==> config.mk <==
export PLATFORM = sky130hd
export DESIGN_NAME = spi_reg_slave
export DESIGN_NICKNAME = d
export VERILOG_FILES = /design/src/rtl/spi_reg_pkg.sv /design/src/rtl/spi_in_sync.sv /design/src/rtl/spi_bit_engine.sv /design/src/rtl/spi_access_ctrl.sv /design/src/rtl/spi_tx_shifter.sv /design/src/rtl/spi_reg_slave.sv
export SDC_FILE = /design/constraint.sdc
export NUM_CORES = 1
export LEC_CHECK = 0
export BUFFER_PORTS_ARGS = -buffer_cell sky130_fd_sc_hd__buf_2
export CORE_MARGIN = 5
export CORE_UTILIZATION = 52
export CTS_CLUSTER_DIAMETER = 30
export DETAILED_ROUTE_END_ITERATION = 8
export GPL_ROUTABILITY_DRIVEN = 0
export PLACE_DENSITY = 0.85
export SYNTH_ARGS = -nofsm -noshare
export SYNTH_HDL_FRONTEND = slang
export SYNTH_HIERARCHICAL = 1
export SYNTH_SLANG_ARGS = --single-unit
==> constraint.sdc <==
create_clock -name clk_i -period 1.75 [get_ports clk_i]
set_input_delay 0.175 -clock clk_i [delete_from_list [all_inputs] [get_ports clk_i]]
set_output_delay 0.175 -clock clk_i [all_outputs]
set_load 0.01 [all_outputs]
==> src/rtl/spi_reg_pkg.sv <==
package spi_reg_pkg;
  localparam int ADDR_W      = 7;
  localparam int DATA_W      = 8;
  localparam int WR_FLAG_BIT = DATA_W - 1;

  localparam logic [ADDR_W-1:0] CTRL_ADDR = 7'h0F;
  localparam logic [ADDR_W-1:0] STAT_ADDR = 7'h10;
  localparam logic [ADDR_W-1:0] CFG_LAST  = 7'h11;
  localparam logic [ADDR_W-1:0] RAM_BASE  = 7'h20;

  localparam logic [DATA_W-1:0] CTRL_RD_MASK = 8'hC7;
  localparam logic [DATA_W-1:0] STAT_RD_MASK = 8'h03;

  typedef enum logic [1:0] {
    PH_CMD   = 2'd0,
    PH_WRITE = 2'd1,
    PH_READ  = 2'd2
  } phase_e;

  function automatic logic addr_mapped(input logic [ADDR_W-1:0] a);
    return (a <= CFG_LAST) || (a >= RAM_BASE);
  endfunction

  function automatic logic [DATA_W-1:0] read_mask(input logic [ADDR_W-1:0] a);
    if (a == CTRL_ADDR)      return CTRL_RD_MASK;
    else if (a == STAT_ADDR) return STAT_RD_MASK;
    else                     return '1;
  endfunction
endpackage

==> src/rtl/spi_in_sync.sv <==
module spi_in_sync #(
  parameter int WIDTH  = 3,
  parameter int STAGES = 2
) (
  input  logic             clk_i,
  input  logic             rst_ni,
  input  logic [WIDTH-1:0] d_i,
  output logic [WIDTH-1:0] q_o
);
  logic [WIDTH-1:0] stg [STAGES];

  for (genvar s = 0; s < STAGES; s++) begin : g_stage
    if (s == 0) begin : g_first
      always_ff @(posedge clk_i or negedge rst_ni) begin
        if (!rst_ni) stg[0] <= '0;
        else         stg[0] <= d_i;
      end
    end else begin : g_next
      always_ff @(posedge clk_i or negedge rst_ni) begin
        if (!rst_ni) stg[s] <= '0;
        else         stg[s] <= stg[s-1];
      end
    end
  end

  assign q_o = stg[STAGES-1];
endmodule

==> src/rtl/spi_bit_engine.sv <==
module spi_bit_engine #(
  parameter int WORD_W = 8
) (
  input  logic              clk_i,
  input  logic              rst_ni,
  input  logic              sclk_i,
  input  logic              cs_i,
  input  logic              mosi_i,
  output logic              slot_start_o,
  output logic              bit_rise_o,
  output logic              word_done_o,
  output logic [WORD_W-1:0] word_o
);
  localparam int CNT_W = (WORD_W > 2) ? $clog2(WORD_W) : 1;
  localparam logic [CNT_W-1:0] CNT_LAST = CNT_W'(WORD_W - 1);

  logic             sclk_q;
  logic [CNT_W-1:0] cnt;
  logic [WORD_W-1:0] sh;
  logic             rise, fall;

  assign rise = cs_i &  sclk_i & ~sclk_q;
  assign fall = cs_i & ~sclk_i &  sclk_q;

  // first rising edge of a word opens the slot; later ones move MISO
  assign slot_start_o = rise && (cnt == '0);
  assign bit_rise_o   = rise && (cnt != '0);

  always_ff @(posedge clk_i or negedge rst_ni) begin
    if (!rst_ni) begin
      sclk_q      <= 1'b0;
      cnt         <= '0;
      sh          <= '0;
      word_done_o <= 1'b0;
      word_o      <= '0;
    end else begin
      sclk_q      <= sclk_i;
      word_done_o <= 1'b0;
      if (!cs_i) begin
        cnt <= '0;
      end else if (fall) begin
        sh <= {sh[WORD_W-2:0], mosi_i};
        if (cnt == CNT_LAST) begin
          cnt         <= '0;
          word_done_o <= 1'b1;
          word_o      <= {sh[WORD_W-2:0], mosi_i};
        end else begin
          cnt <= cnt + 1'b1;
        end
      end
    end
  end
endmodule

==> src/rtl/spi_access_ctrl.sv <==
module spi_access_ctrl
  import spi_reg_pkg::*;
(
  input  logic              clk_i,
  input  logic              rst_ni,
  input  logic              cs_i,
  input  logic              word_done_i,
  input  logic [DATA_W-1:0] word_i,
  input  logic              slot_start_i,
  input  logic              wp_i,
  input  logic [DATA_W-1:0] rdata_i,
  output logic [ADDR_W-1:0] reg_addr_o,
  output logic              reg_wr_o,
  output logic [DATA_W-1:0] reg_wdata_o,
  output logic              reg_rd_o,
  output logic              load_o,
  output logic [DATA_W-1:0] tx_word_o,
  output logic              read_phase_o
);
  phase_e            phase;
  logic [ADDR_W-1:0] ptr;
  logic              wr_ok;

  assign wr_ok        = addr_mapped(ptr) && (!wp_i || (ptr == CTRL_ADDR));
  assign read_phase_o = (phase == PH_READ);
  assign tx_word_o    = addr_mapped(reg_addr_o) ? (rdata_i & read_mask(reg_addr_o)) : '0;

  always_ff @(posedge clk_i or negedge rst_ni) begin
    if (!rst_ni) begin
      phase       <= PH_CMD;
      ptr         <= '0;
      reg_addr_o  <= '0;
      reg_wdata_o <= '0;
      reg_wr_o    <= 1'b0;
      reg_rd_o    <= 1'b0;
      load_o      <= 1'b0;
    end else begin
      reg_wr_o <= 1'b0;
      reg_rd_o <= 1'b0;
      load_o   <= 1'b0;
      if (!cs_i) begin
        phase <= PH_CMD;
      end else if (word_done_i) begin
        unique case (phase)
          PH_CMD: begin
            ptr   <= word_i[ADDR_W-1:0];
            phase <= word_i[WR_FLAG_BIT] ? PH_WRITE : PH_READ;
          end
          PH_WRITE: begin
            reg_addr_o  <= ptr;
            reg_wdata_o <= word_i;
            reg_wr_o    <= wr_ok;
            ptr         <= ptr + 1'b1;
          end
          default: ;
        endcase
      end else if (slot_start_i && (phase == PH_READ)) begin
        // fetch on demand: no read strobe for a slot the master never opens
        reg_addr_o <= ptr;
        reg_rd_o   <= addr_mapped(ptr);
        load_o     <= 1'b1;
        ptr        <= ptr + 1'b1;
      end
    end
  end
endmodule

==> src/rtl/spi_tx_shifter.sv <==
module spi_tx_shifter #(
  parameter int WORD_W = 8
) (
  input  logic              clk_i,
  input  logic              rst_ni,
  input  logic              cs_i,
  input  logic              load_i,
  input  logic [WORD_W-1:0] data_i,
  input  logic              shift_i,
  output logic              miso_o
);
  logic [WORD_W-1:0] sh;

  always_ff @(posedge clk_i or negedge rst_ni) begin
    if (!rst_ni) begin
      sh     <= '0;
      miso_o <= 1'b0;
    end else if (!cs_i) begin
      sh     <= '0;
      miso_o <= 1'b0;
    end else if (load_i) begin
      miso_o <= data_i[WORD_W-1];
      sh     <= {data_i[WORD_W-2:0], 1'b0};
    end else if (shift_i) begin
      miso_o <= sh[WORD_W-1];
      sh     <= {sh[WORD_W-2:0], 1'b0};
    end
  end
endmodule

==> src/rtl/spi_reg_slave.sv <==
module spi_reg_slave
  import spi_reg_pkg::*;
#(
  parameter int SYNC_STAGES = 2
) (
  input  logic              clk_i,
  input  logic              rst_ni,
  input  logic              spi_sclk_i,
  input  logic              spi_cs_i,
  input  logic              spi_mosi_i,
  output logic              spi_miso_o,
  input  logic              wp_i,
  output logic [ADDR_W-1:0] reg_addr_o,
  output logic              reg_wr_o,
  output logic [DATA_W-1:0] reg_wdata_o,
  output logic              reg_rd_o,
  input  logic [DATA_W-1:0] reg_rdata_i
);
  localparam int PIN_W = 3;

  logic [PIN_W-1:0]  pins_raw, pins_s;
  logic              sclk_s, cs_s, mosi_s;
  logic              slot_start, bit_rise, word_done;
  logic [DATA_W-1:0] word;
  logic              load, read_phase;
  logic [DATA_W-1:0] tx_word;

  assign pins_raw = {spi_sclk_i, spi_cs_i, spi_mosi_i};
  assign {sclk_s, cs_s, mosi_s} = pins_s;

  spi_in_sync #(.WIDTH(PIN_W), .STAGES(SYNC_STAGES)) u_sync (
    .clk_i  (clk_i),
    .rst_ni (rst_ni),
    .d_i    (pins_raw),
    .q_o    (pins_s)
  );

  spi_bit_engine #(.WORD_W(DATA_W)) u_bits (
    .clk_i        (clk_i),
    .rst_ni       (rst_ni),
    .sclk_i       (sclk_s),
    .cs_i         (cs_s),
    .mosi_i       (mosi_s),
    .slot_start_o (slot_start),
    .bit_rise_o   (bit_rise),
    .word_done_o  (word_done),
    .word_o       (word)
  );

  spi_access_ctrl u_ctrl (
    .clk_i        (clk_i),
    .rst_ni       (rst_ni),
    .cs_i         (cs_s),
    .word_done_i  (word_done),
    .word_i       (word),
    .slot_start_i (slot_start),
    .wp_i         (wp_i),
    .rdata_i      (reg_rdata_i),
    .reg_addr_o   (reg_addr_o),
    .reg_wr_o     (reg_wr_o),
    .reg_wdata_o  (reg_wdata_o),
    .reg_rd_o     (reg_rd_o),
    .load_o       (load),
    .tx_word_o    (tx_word),
    .read_phase_o (read_phase)
  );

  spi_tx_shifter #(.WORD_W(DATA_W)) u_tx (
    .clk_i   (clk_i),
    .rst_ni  (rst_ni),
    .cs_i    (cs_s),
    .load_i  (load),
    .data_i  (tx_word),
    .shift_i (bit_rise && read_phase),
    .miso_o  (spi_miso_o)
  );
endmodule

==> results.tsv <==
metric	value	unit
ir_drop	0.000625	V
placed_cell_area	3160	um^2
start_kind	register	
clkTransAtPathRegs	0.07	ns
syn-instance-count	230	
synth_ff_type	dfrtp_1	
nets	296	
grtUsageTotal	15.7	%
clockBufferDepth	2	
die_w	84.8	um
coreArea	5470	um^2
vias	1879	
final-setup-viol-count	0	
vias_per_cell	5.34	
slew_headroom	69.4	%
pre_cts_ws	0.00917	ns
diodes	0	
pwr_density_cell	810	nW/um^2
syn_area	2910	um^2
crit_type	register to register	
finalWorstSetupSlack	0.0339	ns
synth_cell_types	49	
antenna_found_initial	0	
rows	27	
seq_area	1530	um^2
post-route-drc-count	0	
synth_fp_nets	251	
synthToLayoutAreaGrowth	18.6	%
finalInstanceArea	3450	um^2
status	finished clean	
root_buffer	clkbuf_8	
wl_per_cell	15.2	um
ys_async_sr_fraction	100	%
drt-initial-drc-count	98	
crit_slowest_cell	dfrtp_1	
multi_input_area	1300	um^2
initial_core_util	53.1	%
crit_fanout	7	
ios	32	
ys_warn_count	6	
grt_pass1_wl	9030	um
critical_path.max_stage_delay	0.37	ns
port_buffers	31	
hp-class	primary input to register	
max_slew.worst_pin.slew	0.459	ns
detail-route-antenna-nets	0	
critPathArrivalTime	1.99	ns
die_area	7180	um^2
final.period_utilization	98.1	%
grt_pass1_vias	1911	
synth_edf_count	0	
hold_violations	0	
cts_buffers	9	
required	2.02	ns
maxCapViolCount	0	
maxSlewViolCount	0	
die_h	84.8	um
seq_area_frac_synth	52.5	%
period_needed	1.72	ns
power.total	0.00279	W
cpLargestDelayFamily	simple AND/OR/NAND/NOR gates	
syn_area_per_cell	12.6	um^2
hpwl	3550	um
fmax	0.583	GHz
firstDrtPassIters	4	
leakage	1.75	nW
finalSetupTns	0	ns
drive_gt1_share	40.4	%
ys_ff_latch	61	
endpoint_kind	register	
grt_start_max_net_pins	62	
cts_tree	yes	
clk_latency	0.34	ns
fin_skew	0.00960	ns
grt-ovfl-total	0	
nFillCells	435	
cts.sinks	61	
path_cells	nand3b_1, nor3b_2, and4bb_4, o21ai_4, buf_12, a21oi_1, o22a_1	
routed_wl	5350	um
holdWs	0.217	ns
worst-path-buf-inv	1	
htree_levels	3	
-- where the power goes --
part | switching, W | leakage [nW] | total [W] | internal, W
combinational | 0.0000710 | 0.838 | 0.000166 | 0.0000952
clock | 0.000571 | 0.0856 | 0.00109 | 0.000516
sequential | 0.0000516 | 0.824 | 0.00154 | 0.00149
-- layout make-up --
type	instances	share of cell area, %
timing repair buffer	45	9.44
tap	72	2.61
multi-input combinational	150	37.7
clock buffer	9	3.59
sequential	61	44.3
inverter	8	0.871
clock inverter	7	1.49
-- synthesized netlist by cell type, types with 4 or more instances --
master | count | area share [%]
a21oi_1 | 11 | 1.9
and2_1 | 4 | 0.86
buf_6 | 4 | 1.5
dfrtp_1 | 61 | 53
ha_1 | 7 | 3.0
inv_1 | 8 | 1.0
mux2_2 | 24 | 9.3
mux2_4 | 9 | 4.6
mux2i_1 | 4 | 1.4
nand2_1 | 7 | 0.90
nand2b_1 | 9 | 1.9
nand3_1 | 4 | 0.69
nor2_1 | 6 | 0.77
nor2b_1 | 9 | 1.9
o211a_1 | 7 | 2.4
o21ai_0 | 6 | 1.0
-- routing by layer --
| layer | wire [um] | track usage [%] | vias up | part of all wire (%) |
|---|---|---|---|---|
| li1 | - | - | 901 | - |
| met1 | 2560 | 21.9 | 909 | 48 |
| met2 | 2410 | 22.8 | 60 | 45 |
| met3 | 295 | 4.12 | 9 | 5.5 |
| met4 | 85 | 7.05 | 0 | 1.6 |
| met5 | 0 | 0 | - | 0 |
-- path summary, 6_finish.rpt --
path                                     start  cells after the start  slack, ns             to
worst max-delay path             u_bits/sclk_q                      7       0.03  u_ctrl/ptr[3]
worst min-delay path            reg_rdata_i[0]                      4       0.22     u_tx/sh[1]
worst max register to register   u_bits/sclk_q                      7       0.03  u_ctrl/ptr[3]
worst min register to register   u_sync/stg[4]                      0       0.35  u_sync/q_o[1]
max in group asynchronous               rst_ni                      3       1.11  u_sync/q_o[2]
min in group asynchronous               rst_ni                      3       0.38     u_tx/sh[2]
-- sequential cells by signal, indices dropped and copies added (netlist names) --
signal	cells
u_bits/cnt	3
u_bits/sclk_q	1
u_bits/sh	7
u_bits/word_done_o	1
u_bits/word_o	8
u_ctrl/load_o	1
u_ctrl/phase	2
u_ctrl/ptr	7
u_ctrl/reg_addr_o	7
u_ctrl/reg_rd_o	1
u_ctrl/reg_wdata_o	8
u_ctrl/reg_wr_o	1
u_sync/q_o	3
u_sync/stg	3
u_tx/miso_o	1
u_tx/sh	7
-- logic make-up (layout without fill, tap and decap cells) --
logic type / after synthesis / in the layout / share of synthesized area, %
AO/OA/AOI/OAI: 47 / 47 / 11.9
adder cells (fa/ha/maj): 7 / 7 / 3.01
buffers and inverters: 19 / 69 / 4.00
flip-flops: 61 / 61 / 52.5
multiplexers: 37 / 37 / 15.3
AND/OR/NAND/NOR: 59 / 59 / 13.2
-- worst min-delay path, cell delays in order --
cell and delay [ns]:
buf_2 0.09, nor2b_1 0.12, nand2_1 0.06, a21boi_1 0.06
-- stage by stage --
stage | utilization (%) | cells
after floorplan | - | 230
after global placement | 57.8 | 330
after detailed placement | 57.8 | 330
after CTS | 61.7 | 350
after global routing | 63.0 | 352
final | 63.0 | 352
-- cell usage in the layout, fill, tap and decap left out, types with 2 or more instances in the layout --
cell / instances
inv_1: 7
buf_12: 3
ha_1: 6
clkbuf_8: 9
a21oi_2: 4
nor2b_1: 9
clkinvlp_4: 2
and2_1: 4
buf_4: 6
buf_2: 31
nand2_2: 3
mux2i_1: 4
o22a_1: 2
clkinv_2: 2
o21ai_4: 2
nand2_1: 7
o211a_1: 7
o21ai_0: 6
or3b_1: 2
mux2_4: 9
nor2_1: 6
a2bb2oi_1: 3
o21a_1: 2
nand2b_1: 9
o21bai_1: 2
clkinv_4: 2
mux2_2: 24
o22ai_2: 2
dlygate4sd3_1: 4
a21oi_1: 9
a211oi_1: 2
nand3_1: 4
dfrtp_1: 61
-- timing repair --
| action | CTS | global route |
|---|---|---|
| buffers inserted | 0 | 1 |
| endpoints found under the setup margin | 1 | 15 |
| resized for setup | 0 | 8 |
| endpoints found under the hold margin | 64 | 0 |
| hold buffers | 4 | 0 |
| gates cloned | 0 | 1 |
| pin swaps | 0 | 1 |
Note: power is estimated with default switching activity, not from simulation.
